[config.mk]
export PLATFORM = sky130hd
export DESIGN_NAME = serial_frame_rx
export DESIGN_NICKNAME = d
export VERILOG_FILES = /design/src/rtl/rxf_pkg.sv /design/src/rtl/rxf_sync.sv /design/src/rtl/rxf_async_sampler.sv /design/src/rtl/rxf_edge_sampler.sv /design/src/rtl/rxf_frame_fsm.sv /design/src/rtl/rxf_out_stage.sv /design/src/rtl/serial_frame_rx.sv
export SDC_FILE = /design/constraint.sdc
export NUM_CORES = 1
export LEC_CHECK = 0
export BUFFER_PORTS_ARGS = -buffer_cell sky130_fd_sc_hd__buf_4
export CAP_MARGIN = 20
export CELL_PAD_IN_SITES_DETAIL_PLACEMENT = 0
export CELL_PAD_IN_SITES_GLOBAL_PLACEMENT = 1
export CORE_AREA = 2 2 90 92
export DETAILED_ROUTE_END_ITERATION = 8
export DIE_AREA = 0 0 92 94
export MAX_ROUTING_LAYER = met4
export PLACE_DENSITY = 0.76
export SETUP_SLACK_MARGIN = 0.5
export SKIP_LAST_GASP = 1
export SLEW_MARGIN = 20
export SYNTH_ARGS = -nofsm -noshare
export SYNTH_HDL_FRONTEND = slang
export SYNTH_SLANG_ARGS = --single-unit
[constraint.sdc]
create_clock -name clk -period 2.5 [get_ports clk]
set_input_delay 0.75 -clock clk [delete_from_list [all_inputs] [get_ports clk]]
set_output_delay 0.75 -clock clk [all_outputs]
set_load 0.05 [all_outputs]
[src/rtl/rxf_pkg.sv]
package rxf_pkg;
  localparam int MIN_BITS = 5;
  localparam int MAX_BITS = 9;

  typedef enum logic [1:0] {
    PAR_OFF   = 2'b00,
    PAR_OFF_B = 2'b01,
    PAR_EVEN  = 2'b10,
    PAR_ODD   = 2'b11
  } parity_e;

  typedef enum logic [2:0] {
    ST_IDLE,
    ST_DATA,
    ST_PAR,
    ST_STOP1,
    ST_STOP2
  } rx_state_e;

  typedef struct packed {
    logic [MAX_BITS-1:0] data;
    logic                perr;
    logic                ferr;
  } rx_char_t;

  function automatic logic [3:0] clamp_len(input logic [3:0] l);
    if (l < 4'(MIN_BITS)) return 4'(MIN_BITS);
    if (l > 4'(MAX_BITS)) return 4'(MAX_BITS);
    return l;
  endfunction
endpackage

[src/rtl/rxf_sync.sv]
module rxf_sync #(
  parameter int                WIDTH   = 2,
  parameter int                STAGES  = 2,
  parameter logic [WIDTH-1:0]  RST_VAL = '1
) (
  input  logic             clk,
  input  logic             rst_n,
  input  logic [WIDTH-1:0] d,
  output logic [WIDTH-1:0] q
);
  logic [WIDTH-1:0] pipe [STAGES];

  for (genvar s = 0; s < STAGES; s++) begin : g_stage
    if (s == 0) begin : g_first
      always_ff @(posedge clk or negedge rst_n)
        if (!rst_n) pipe[s] <= RST_VAL;
        else        pipe[s] <= d;
    end else begin : g_next
      always_ff @(posedge clk or negedge rst_n)
        if (!rst_n) pipe[s] <= RST_VAL;
        else        pipe[s] <= pipe[s-1];
    end
  end

  assign q = pipe[STAGES-1];
endmodule

[src/rtl/rxf_async_sampler.sv]
module rxf_async_sampler #(
  parameter int OSR = 16
) (
  input  logic clk,
  input  logic rst_n,
  input  logic en,
  input  logic tick,
  input  logic line,
  input  logic frame_done,
  output logic bit_stb,
  output logic bit_val
);
  localparam int CW  = $clog2(OSR);
  localparam int MID = OSR / 2;

  logic          active;
  logic          first;
  logic [CW-1:0] cnt;
  logic [1:0]    votes;
  logic          maj;

  assign maj     = (votes[0] & votes[1]) | (votes[0] & line) | (votes[1] & line);
  assign bit_stb = active && tick && (cnt == CW'(MID + 1));
  assign bit_val = maj;

  always_ff @(posedge clk or negedge rst_n) begin
    if (!rst_n) begin
      active <= 1'b0;
      first  <= 1'b0;
      cnt    <= '0;
      votes  <= 2'b11;
    end else if (!en) begin
      active <= 1'b0;
    end else if (!active) begin
      if (tick && !line) begin
        active <= 1'b1;
        first  <= 1'b1;
        cnt    <= CW'(1);
      end
    end else if (frame_done) begin
      active <= 1'b0;
    end else if (tick) begin
      cnt <= (cnt == CW'(OSR - 1)) ? '0 : cnt + 1'b1;
      if (cnt == CW'(MID - 1)) votes[0] <= line;
      if (cnt == CW'(MID))     votes[1] <= line;
      if (cnt == CW'(MID + 1)) begin
        first <= 1'b0;
        if (first && maj) active <= 1'b0;
      end
    end
  end
endmodule

[src/rtl/rxf_edge_sampler.sv]
module rxf_edge_sampler (
  input  logic clk,
  input  logic rst_n,
  input  logic en,
  input  logic pol,
  input  logic xclk_s,
  input  logic line_s,
  output logic bit_stb,
  output logic bit_val
);
  logic prev;

  always_ff @(posedge clk or negedge rst_n)
    if (!rst_n) prev <= 1'b1;
    else        prev <= xclk_s;

  assign bit_stb = en && (pol ? (xclk_s && !prev) : (!xclk_s && prev));
  assign bit_val = line_s;
endmodule

[src/rtl/rxf_frame_fsm.sv]
module rxf_frame_fsm
  import rxf_pkg::*;
#(
  parameter int NBITS = MAX_BITS
) (
  input  logic       clk,
  input  logic       rst_n,
  input  logic       bit_stb,
  input  logic       bit_val,
  input  logic [3:0] cfg_len,
  input  logic [1:0] cfg_parity,
  input  logic       cfg_two_stop,
  output logic       frame_done,
  output logic       chr_stb,
  output rx_char_t   chr
);
  localparam int LW = $clog2(NBITS + 1);

  rx_state_e        state;
  logic [LW-1:0]    idx;
  logic [3:0]       len_q;
  logic             par_en_q, par_odd_q, two_q;
  logic [NBITS-1:0] shreg;
  logic             par_acc, perr_q;
  parity_e          pmode;

  assign pmode      = parity_e'(cfg_parity);
  assign frame_done = bit_stb && ((state == ST_STOP1 && !two_q) || state == ST_STOP2);

  always_ff @(posedge clk or negedge rst_n) begin
    if (!rst_n) begin
      state     <= ST_IDLE;
      idx       <= '0;
      len_q     <= 4'(MIN_BITS);
      par_en_q  <= 1'b0;
      par_odd_q <= 1'b0;
      two_q     <= 1'b0;
      shreg     <= '0;
      par_acc   <= 1'b0;
      perr_q    <= 1'b0;
      chr_stb   <= 1'b0;
      chr       <= '0;
    end else begin
      chr_stb <= 1'b0;
      if (bit_stb) begin
        unique case (state)
          ST_IDLE: if (!bit_val) begin
            state     <= ST_DATA;
            idx       <= '0;
            shreg     <= '0;
            par_acc   <= 1'b0;
            perr_q    <= 1'b0;
            len_q     <= clamp_len(cfg_len);
            par_en_q  <= (pmode == PAR_EVEN) || (pmode == PAR_ODD);
            par_odd_q <= (pmode == PAR_ODD);
            two_q     <= cfg_two_stop;
          end
          ST_DATA: begin
            shreg[idx] <= bit_val;
            par_acc    <= par_acc ^ bit_val;
            idx        <= idx + 1'b1;
            if (idx == LW'(len_q - 4'd1))
              state <= par_en_q ? ST_PAR : ST_STOP1;
          end
          ST_PAR: begin
            perr_q <= par_acc ^ bit_val ^ par_odd_q;
            state  <= ST_STOP1;
          end
          ST_STOP1: begin
            chr_stb   <= 1'b1;
            chr.data  <= shreg;
            chr.perr  <= par_en_q & perr_q;
            chr.ferr  <= !bit_val;
            state     <= two_q ? ST_STOP2 : ST_IDLE;
          end
          ST_STOP2: state <= ST_IDLE;
          default:  state <= ST_IDLE;
        endcase
      end
    end
  end
endmodule

[src/rtl/rxf_out_stage.sv]
module rxf_out_stage
  import rxf_pkg::*;
(
  input  logic     clk,
  input  logic     rst_n,
  input  logic     chr_stb,
  input  rx_char_t chr_in,
  input  logic     ready,
  output logic     valid,
  output rx_char_t chr_out,
  output logic     ovr
);
  logic take;
  assign take = valid && ready;

  always_ff @(posedge clk or negedge rst_n) begin
    if (!rst_n) begin
      valid   <= 1'b0;
      ovr     <= 1'b0;
      chr_out <= '0;
    end else begin
      if (chr_stb && (!valid || ready)) begin
        chr_out <= chr_in;
        valid   <= 1'b1;
      end else if (take) begin
        valid <= 1'b0;
      end
      if (take)                 ovr <= 1'b0;
      else if (chr_stb && valid) ovr <= 1'b1;
    end
  end
endmodule

[src/rtl/serial_frame_rx.sv]
module serial_frame_rx
  import rxf_pkg::*;
#(
  parameter int OSR         = 16,
  parameter int SYNC_STAGES = 2
) (
  input  logic                clk,
  input  logic                rst_n,
  input  logic                cfg_sync,
  input  logic                cfg_clk_pol,
  input  logic [3:0]          cfg_data_len,
  input  logic [1:0]          cfg_parity,
  input  logic                cfg_two_stop,
  input  logic                os_tick,
  input  logic                xfer_clk,
  input  logic                rx_line,
  output logic                out_valid,
  input  logic                out_ready,
  output logic [MAX_BITS-1:0] out_data,
  output logic                out_par_err,
  output logic                out_frm_err,
  output logic                overrun
);
  logic     xclk_s, line_s;
  logic     a_stb, a_val, e_stb, e_val;
  logic     bit_stb, bit_val;
  logic     frame_done, chr_stb;
  rx_char_t chr, held;

  rxf_sync #(.WIDTH(2), .STAGES(SYNC_STAGES), .RST_VAL(2'b11)) u_sync (
    .clk(clk), .rst_n(rst_n), .d({xfer_clk, rx_line}), .q({xclk_s, line_s})
  );

  rxf_async_sampler #(.OSR(OSR)) u_async (
    .clk(clk), .rst_n(rst_n), .en(!cfg_sync), .tick(os_tick), .line(line_s),
    .frame_done(frame_done), .bit_stb(a_stb), .bit_val(a_val)
  );

  rxf_edge_sampler u_edge (
    .clk(clk), .rst_n(rst_n), .en(cfg_sync), .pol(cfg_clk_pol),
    .xclk_s(xclk_s), .line_s(line_s), .bit_stb(e_stb), .bit_val(e_val)
  );

  assign bit_stb = cfg_sync ? e_stb : a_stb;
  assign bit_val = cfg_sync ? e_val : a_val;

  rxf_frame_fsm #(.NBITS(MAX_BITS)) u_fsm (
    .clk(clk), .rst_n(rst_n), .bit_stb(bit_stb), .bit_val(bit_val),
    .cfg_len(cfg_data_len), .cfg_parity(cfg_parity), .cfg_two_stop(cfg_two_stop),
    .frame_done(frame_done), .chr_stb(chr_stb), .chr(chr)
  );

  rxf_out_stage u_out (
    .clk(clk), .rst_n(rst_n), .chr_stb(chr_stb), .chr_in(chr),
    .ready(out_ready), .valid(out_valid), .chr_out(held), .ovr(overrun)
  );

  assign out_data    = held.data;
  assign out_par_err = held.perr;
  assign out_frm_err = held.ferr;
endmodule

==> out/results.tsv, run 1 <==
metric	value	unit
path_depth	6	
cp_slowest_cell	or4_1	
path_buf_inv	0	
whs	357	ps
crit_arrival	2310	ps
ir_drop	294	µV
hold_buffers	0	
worstHoldStart	u_sync.pipe[3]$_DFF_PN1_	
syn_inst	267	
initial_core_util	0.390	
crit-reg2reg-launch	u_async.cnt[0]$_DFFE_PN0P_	
grt_pass1_vias	1960	
p_int	0.00204	W
clock-sinks	63	
clk_latency	340	ps
dieHeight	94	µm
clk_pin_slew_worst_paths	70	ps
wl_per_cell	13.9	µm
synth_fa_ha_area_frac	0.0371	
cts_buffers	9	
synthSimpleGateAreaFrac	0.140	
path_delay_family	simple AND/OR/NAND/NOR gates	
vias	2134	
p_clk_frac	0.289	
run_status	finished, final reports clean	
synth.cell_area	0.00297	mm²
dp_hpwl	3930	µm
antenna_found_initial	0	
maxSlewHeadroom	0.476	
grt_usage	0.148	
die-area	0.00865	mm²
synth-edff-count	0	
combPwrFrac	0.261	
cts-root-buf	clkbuf_8	
finalCoreUtilization	0.485	
hp-class	reg2reg	
setup_violations	0	
cts_tree	done	
yosysMostFrequentCell	dfrtp_1	
max_freq	494	MHz
grt_max_degree	64	
yosys.area.top_type	dfrtp_1	
crit_path_end_kind	flop	
synth_nets	290	
worst_r2r_path_depth	6	
ys_ff_latch	63	
min_to	u_sync.q[1]$_DFF_PN1_	
timing.final.crit_period	2020	ps
crit_type	reg2reg	
synth_flop_cell	dfrtp_1	
routed_via_density	5.06	
rsz0062_at_grt	true	
pre_cts_ws	58.8	ps
final_max_slew_viol_count	0	
drc	0	
syn2layout_area_growth	24.1	%
synth.area.top_cells	dfrtp_1, mux2_2, dfstp_2, nand2_1, ha_1	
hold_viol	0	
tns	0	ps
cts_buffer_depth	2	
grt-ovfl-total	0	
fin_skew	6.98	ps
drive_gt1_frac	0.347	
placementRows	32	
drt-initial-drc-count	68	
antenna_cells	0	
rrSetupSlack	480	ps
cts_max_level	3	
yosys.cell_types.count	47	
muxShareOfSynthArea	0.105	
ios	28	
synthArstFlopShare	1.00	
fin_crit_sh	0.810	
cp-start-kind	flop	
tightest_slew	785	ps
grt_first_pass_wirelength	9580	µm
leakagePower	1.76	nW
gp_congestion	0.821	
p_sw_frac	0.331	
synth_top_family_by_area	simple AND/OR/NAND/NOR gates	
synth.yosys.seq_area_share	0.535	
synth_xor_xnor_area_share	0.0236	
fin_ws	476	ps
worstHoldPathCells	0	
ys_warn_count	0	
firstDrtPassIters	4	
layout.nets	338	
core_area	0.00761	mm²
maxCapViolCount	0	
worst-path-max-fanout	5	
ant_nets	0	
synth_compound_area_frac	0.127	
slowest_delay	460	ps
ys_top_cells_by_count	dfrtp_1, nand2_1, mux2_2	
portBuffers	27	
synth_top_area_share	0.455	
p_total	0.00304	W
required	2780	ps
synth_area_per_cell	11.1	µm²
powerDensity	826	mW/mm²
die_width	92	µm
pwr-share-seq	0.450	
wirelength	5870	µm
r2r_end	u_fsm.idx[2]$_DFFE_PN0P_	
power_switching	0.00101	W
crit_chain	ha_4 > and3b_2 > a211o_4 > and3_4 > or4_1 > nand2_1	
## placed cells by master (no fill, tap or decap), drive strengths merged, types with 4 or more instances in the layout
| cell type | n |
|---|---|
| dfrtp | 54 |
| buf | 45 |
| nand2 | 27 |
| mux2 | 25 |
| nor2 | 19 |
| o21ai | 19 |
| clkbuf | 11 |
| inv | 10 |
| dfstp | 9 |
| a21oi | 8 |
| ha | 8 |
| o211ai | 7 |
| xnor2 | 7 |
| nand3 | 6 |
| nor2b | 4 |
| a31oi | 4 |
| o31ai | 4 |
| nand4 | 4 |
## stage by stage
stage / cells / instance area, µm²
2_1_floorplan: 267 / 2990
3_3_place_gp: 394 / 3330
3_5_place_dp: 394 / 3330
4_1_cts: 417 / 3600
5_1_grt: 422 / 3690
6_report: 422 / 3690
## power by group through the flow
stage | logic (W) | registers, W | clock network (W)
floorplan | 0.000482 | 0.00142 | 0
CTS | 0.000764 | 0.00137 | 0.000907
detailed placement | 0.000737 | 0.00139 | 0
global route | 0.000876 | 0.00140 | 0.000962
finish | 0.000794 | 0.00137 | 0.000881
global placement | 0.000726 | 0.00138 | 0
## cells by family after synthesis
family | after synthesis
compound gates | 57
buf+inv | 20
mux | 28
simple gates | 82
xor+xnor | 8
flops | 63
fa+ha+maj | 9
## routing by layer
layer	vias to the layer above	share of wire	global-route usage
met5	-	0	-
met2	43	0.46	0.205
met4	0	0.014	0.0746
met1	1038	0.49	0.203
li1	1047	-	-
met3	6	0.038	0.0345
## what timing repair did
item,CTS,global route
pin swaps,2,7
buffers inserted,7,3
setup endpoints to repair,28,22
cloned,0,2
gates resized for setup,6,14
## final cells by class
cell class,count,area [µm²]
clock inverter,5,57.6
clock buffer,11,141
inverter,10,37.5
fill,701,3920
tap,102,128
sequential,63,1590
multi-input combinational,185,1360
timing repair buffer,46,369
## worst register-to-register path, cell delays in order, from the launching register on
cell and delay [ps]:
dfrtp_2 430, ha_4 170, and3b_2 260, a211o_4 390
and3_4 190, or4_1 460, nand2_1 70
## worst max path at each step
stage | start | end | slack (ps)
finish | u_async.cnt[0]$_DFFE_PN0P_ | u_fsm.idx[2]$_DFFE_PN0P_ | 480
global route | u_async.cnt[0]$_DFFE_PN0P_ | u_fsm.idx[2]$_DFFE_PN0P_ | 440
CTS | u_async.cnt[0]$_DFFE_PN0P_ | u_fsm.idx[2]$_DFFE_PN0P_ | 470
detailed placement | cfg_sync | u_fsm.shreg[7]$_DFFE_PN0P_ | 60
floorplan | cfg_sync | u_fsm.idx[2]$_DFFE_PN0P_ | 380
global placement | cfg_sync | u_fsm.idx[2]$_DFFE_PN0P_ | 100
## flip-flops by register name (all words and copies together) (netlist names), 2 cells and up
name	flops
u_async.cnt	4
u_async.votes	2
u_fsm.chr	11
u_fsm.idx	4
u_fsm.len_q	4
u_fsm.shreg	9
u_fsm.state	3
u_out.chr_out	11
u_sync.pipe	2
u_sync.q	2
No activity file was read; power rests on OpenSTA's default activity.
==> inputs of run 2 (changes only) <==
Settings changed: PLACE_DENSITY 0.76 to 0.79.
Clock period 2.5 ns to 1.8 ns, I/O delays scaled along.
==> out/results.tsv, run 2 (synthesis gave the netlist of run 1 again) <==
metric	value	unit
maxSlewHeadroom	0.694	
antenna_cells	0	
maxCapViolCount	0	
tns	-3120	ps
core_area	0.00761	mm²
hp-class	in2async	
whs	92.5	ps
fin_skew	10.1	ps
wl_per_cell	13.4	µm
p_total	0.00452	W
crit_chain	ha_4 > and3b_2 > buf_6 > a211oi_4 > buf_4 > nor2_4 > o211ai_1 > mux2i_1	
cts_max_level	3	
worst_r2r_path_depth	8	
fin_crit_sh	1.08	
finalCoreUtilization	0.576	
grt_usage	0.168	
max_freq	513	MHz
cts_tree	done	
routed_via_density	4.96	
tightest_slew	457	ps
multi_input_area	0.00152	mm²
r2r_end	u_fsm.shreg[0]$_DFFE_PN0P_	
layout.nets	396	
placed_area	0.00367	mm²
clk_latency	340	ps
clock-sinks	63	
crit_arrival	2210	ps
hold_buffers	0	
hold_viol	0	
wirelength	6450	µm
ant_nets	0	
drc	0	
placementRows	32	
vias	2379	
cp-start-kind	flop	
die-area	0.00865	mm²
clk_pin_slew_worst_paths	70	ps
syn2layout_area_growth	47.5	%
powerDensity	1030	mW/mm²
leakagePower	2.14	nW
drt-initial-drc-count	53	
cp_slowest_cell	dfrtp_1	
grt_pass1_vias	2373	
ir_drop	559	µV
final_common_cell	buf_4	
cts_buffer_depth	2	
dieHeight	94	µm
firstDrtPassIters	4	
die_width	92	µm
dp_hpwl	4590	µm
setup_violations	36	
grt_first_pass_wirelength	11000	µm
worst-path-max-fanout	7	
initial_core_util	0.390	
final_area	0.00438	mm²
run_status	complete, but fails checks	
portBuffers	27	
crit_type	reg2reg	
cts-root-buf	clkbuf_8	
crit-reg2reg-launch	u_async.cnt[0]$_DFFE_PN0P_	
reg.largest.list	u_fsm.chr x11, u_out.chr_out x11, u_fsm.shreg x9	
drive_gt1_frac	0.503	
slowest_delay	420	ps
rrSetupSlack	-150	ps
ios	28	
timing.final.crit_period	1950	ps
seqCellArea	0.00159	mm²
violations	negative setup slack	
gp_congestion	0.840	
antenna_found_initial	0	
grt_max_degree	32	
cts_buffers	9	
fin_ws	-151	ps
crit_path_end_kind	flop	
rsz0062_at_grt	true	
final_max_slew_viol_count	0	
grt-ovfl-total	0	
layout_common_cells	buf_4, dfrtp_1, buf_6	
required	2060	ps
nFillCells	652	
==> run 2: cell count changes in the layout (fill, tap and decap cells not counted), sizes merged <==
cell           before  now
clkdlybuf4s15       1    0
bufinv              1    0
buf                45  104
inv                10   11
clkinv              1    5
and3                3    2
clkinvlp            3    1
clkbuf             11   10
==> run 2: through the flow <==
step	std cells	setup WS (ps)
final	480	-151
after floorplan	267	-254
after CTS	469	-130
after detailed placement	429	-371
after global placement	429	-300
after global routing	480	-221
==> run 2: worst max path at each step <==
stage	start	depth (start not counted)	slack, ps	to
2_1_floorplan	u_async.cnt[1]$_DFFE_PN0P_	9	-250	u_fsm.idx[2]$_DFFE_PN0P_
3_3_place_gp	cfg_sync	6	-300	u_fsm.idx[2]$_DFFE_PN0P_
3_5_place_dp	cfg_sync	6	-370	u_fsm.shreg[8]$_DFFE_PN0P_
4_1_cts	u_async.cnt[1]$_DFFE_PN0P_	8	-130	u_fsm.shreg[0]$_DFFE_PN0P_
5_1_grt	u_async.cnt[0]$_DFFE_PN0P_	6	-220	u_fsm.idx[2]$_DFFE_PN0P_
6_report	u_async.cnt[0]$_DFFE_PN0P_	8	-150	u_fsm.shreg[0]$_DFFE_PN0P_
==> run 2: area by class of cell <==
type / count / area share
inverter: 10 / 0.00914
sequential: 63 / 0.363
clock inverter: 7 / 0.0111
timing repair buffer: 105 / 0.214
multi-input combinational: 184 / 0.346
clock buffer: 9 / 0.0283
tap: 102 / 0.0291
==> run 2: what timing repair did <==
item                                    in CTS  in global routing
gates resized for setup                     43                 27
endpoints found under the hold margin        0                  0
cloned                                       0                  1
endpoints found under the setup margin      58                 58
setup buffers                               24                 10
pin swaps                                   12                 10
==> run 2: layer usage <==
layer / GRT usage / share of wire
met4: 0.0746 / 0.013
met5: - / 0
met1: 0.222 / 0.47
met3: 0.0289 / 0.041
met2: 0.257 / 0.47
==> run 2: worst max-delay path, delay by kind of cell (launching register included) <==
| family | cells | cell delay (ps) |
|---|---|---|
| compound gates | 2 | 500 |
| flops | 1 | 420 |
| buf+inv | 2 | 300 |
| simple gates | 2 | 270 |
| mux | 1 | 220 |
| fa+ha+maj | 1 | 180 |
==> run 2: power breakdown <==
part / total [W] / internal [W] / switching (W)
Clock: 0.00106 / 0.000500 / 0.000563
Sequential: 0.00188 / 0.00167 / 0.000204
Combinational: 0.00158 / 0.000804 / 0.000780
==> inputs of run 3 (changes only) <==
Settings changed: CORE_AREA 2 2 90 92 to 2 2 125 66, DIE_AREA 0 0 92 94 to 0 0 127 68, PLACE_DENSITY 0.79 to 0.8.
==> out/results.tsv, run 3 (synthesis gave the netlist of run 1 again) <==
metric	value	unit
run_status	complete, but fails checks	
violations	negative setup slack	
core_area	0.00765	mm²
cts_tree	done	
hold_viol	0	
required	2050	ps
antenna_found_initial	0	
final_common_cell	buf_4	
seqCellArea	0.00159	mm²
drt-met1-wl	3930	µm
die-area	0.00864	mm²
crit_path_end_kind	flop	
timing.final.crit_period	1910	ps
rsz0062_at_grt	true	
portBuffers	27	
cts-root-buf	clkbuf_16	
maxCapViolCount	0	
dp_hpwl	5110	µm
dr_wl_met3	401	µm
drive_gt1_frac	0.515	
layout.nets	387	
grt_pass1_vias	2432	
dr_wl_met2	3230	µm
worst-path-max-fanout	6	
clk_latency	330	ps
gp_congestion	0.864	
setup_violations	28	
leakagePower	2.19	nW
ant_nets	0	
grt-ovfl-total	0	
crit_arrival	2150	ps
routed_via_density	5.09	
cts_buffers	9	
wl_per_cell	16.2	µm
initial_core_util	0.388	
grt_first_pass_wirelength	12500	µm
firstDrtPassIters	4	
fin_skew	6.45	ps
reg.largest.list	u_fsm.chr x11, u_out.chr_out x11, u_fsm.shreg x9	
drt-initial-drc-count	146	
tightest_slew	411	ps
ir_drop	559	µV
powerDensity	1210	mW/mm²
dieHeight	68	µm
syn2layout_area_growth	54.4	%
max_freq	524	MHz
placed_cells	429	
multi_input_area	0.00162	mm²
placementRows	23	
clock-sinks	63	
final_max_slew_viol_count	0	
cts_max_level	3	
layout_common_cells	buf_4, dfrtp_1, buf_6	
crit_type	reg2reg	
drc	0	
top_layer_used	met4	
cp-start-kind	flop	
die_width	127	µm
grt_usage	0.202	
layoutNonFillerInstCount	469	
wirelength	7590	µm
p_total	0.00553	W
vias	2389	
ios	28	
clk_pin_slew_worst_paths	50	ps
hold_buffers	0	
grt_max_degree	30	
hp-class	in2async	
nFillCells	594	
fin_crit_sh	1.06	
maxSlewHeadroom	0.725	
fin_ws	-107	ps
cts_buffer_depth	2	
antenna_cells	0	
run 3: worst max-delay path: stages (launching register included):
cell and delay [ps]:
dfrtp_1 410, ha_4 170, and3b_2 230, buf_6 130
a211oi_4 190, buf_6 150, nor2_4 50, o211ai_1 270
mux2i_1 230
run 3: area by class of cell:
type	count	area share
flip-flops and latches	63	0.347
inverters	10	0.00819
repair buffers	96	0.189
multi-input cells	184	0.354
clock inverters	2	0.0131
clock buffers	14	0.0619
well taps	100	0.0273
run 3: metrics by stage:
step / setup TNS [ps] / hold slack, ps / cell area [µm²] / setup WS, ps / utilization
after global routing: -2980 / 152 / 4590 / -186 / 0.599
after floorplan: -2610 / 244 / 3100 / -254 / -
after detailed placement: -8780 / 348 / 3680 / -367 / 0.481
after CTS: -1080 / 139 / 4420 / -113 / 0.577
final: -1150 / 139 / 4590 / -107 / 0.599
after global placement: -7260 / 346 / 3680 / -295 / 0.481
run 3: layer usage:
layer,track usage,vias to the layer above
met5,-,-
met4,0.0810,0
met3,0.0594,4
met2,0.278,54
met1,0.281,1186
li1,-,1145
run 3: power breakdown:
part / internal, W / switching (W)
sequential: 0.00168 / 0.000215
combinational: 0.000810 / 0.000883
clock: 0.00136 / 0.000581
total: 0.00385 / 0.00168
run 3: path summary, 6_finish.rpt:
| check | cells past startpoint | startpoint | end | slack, ps |
|---|---|---|---|---|
| hold / removal | 1 | rst_n | u_fsm.len_q[1]$_DFFE_PN0P_ | 140 |
| setup / recovery | 8 | u_async.cnt[0]$_DFFE_PN0P_ | u_fsm.shreg[0]$_DFFE_PN0P_ | -110 |
| hold reg to reg | 0 | u_sync.pipe[2]$_DFF_PN1_ | u_sync.q[0]$_DFF_PN1_ | 350 |
| min in group clk | 1 | xfer_clk | u_sync.pipe[3]$_DFF_PN1_ | 320 |
| setup reg to reg | 8 | u_async.cnt[0]$_DFFE_PN0P_ | u_fsm.shreg[0]$_DFFE_PN0P_ | -110 |
| max in group asynchronous | 2 | rst_n | u_async.votes[1]$_DFFE_PN1P_ | 1130 |
run 3: timing repair:
item,CTS,global route
setup buffers,19,5
resized for setup,66,31
pin swaps,23,10
setup endpoints to repair,58,58
hold endpoints to repair,0,0
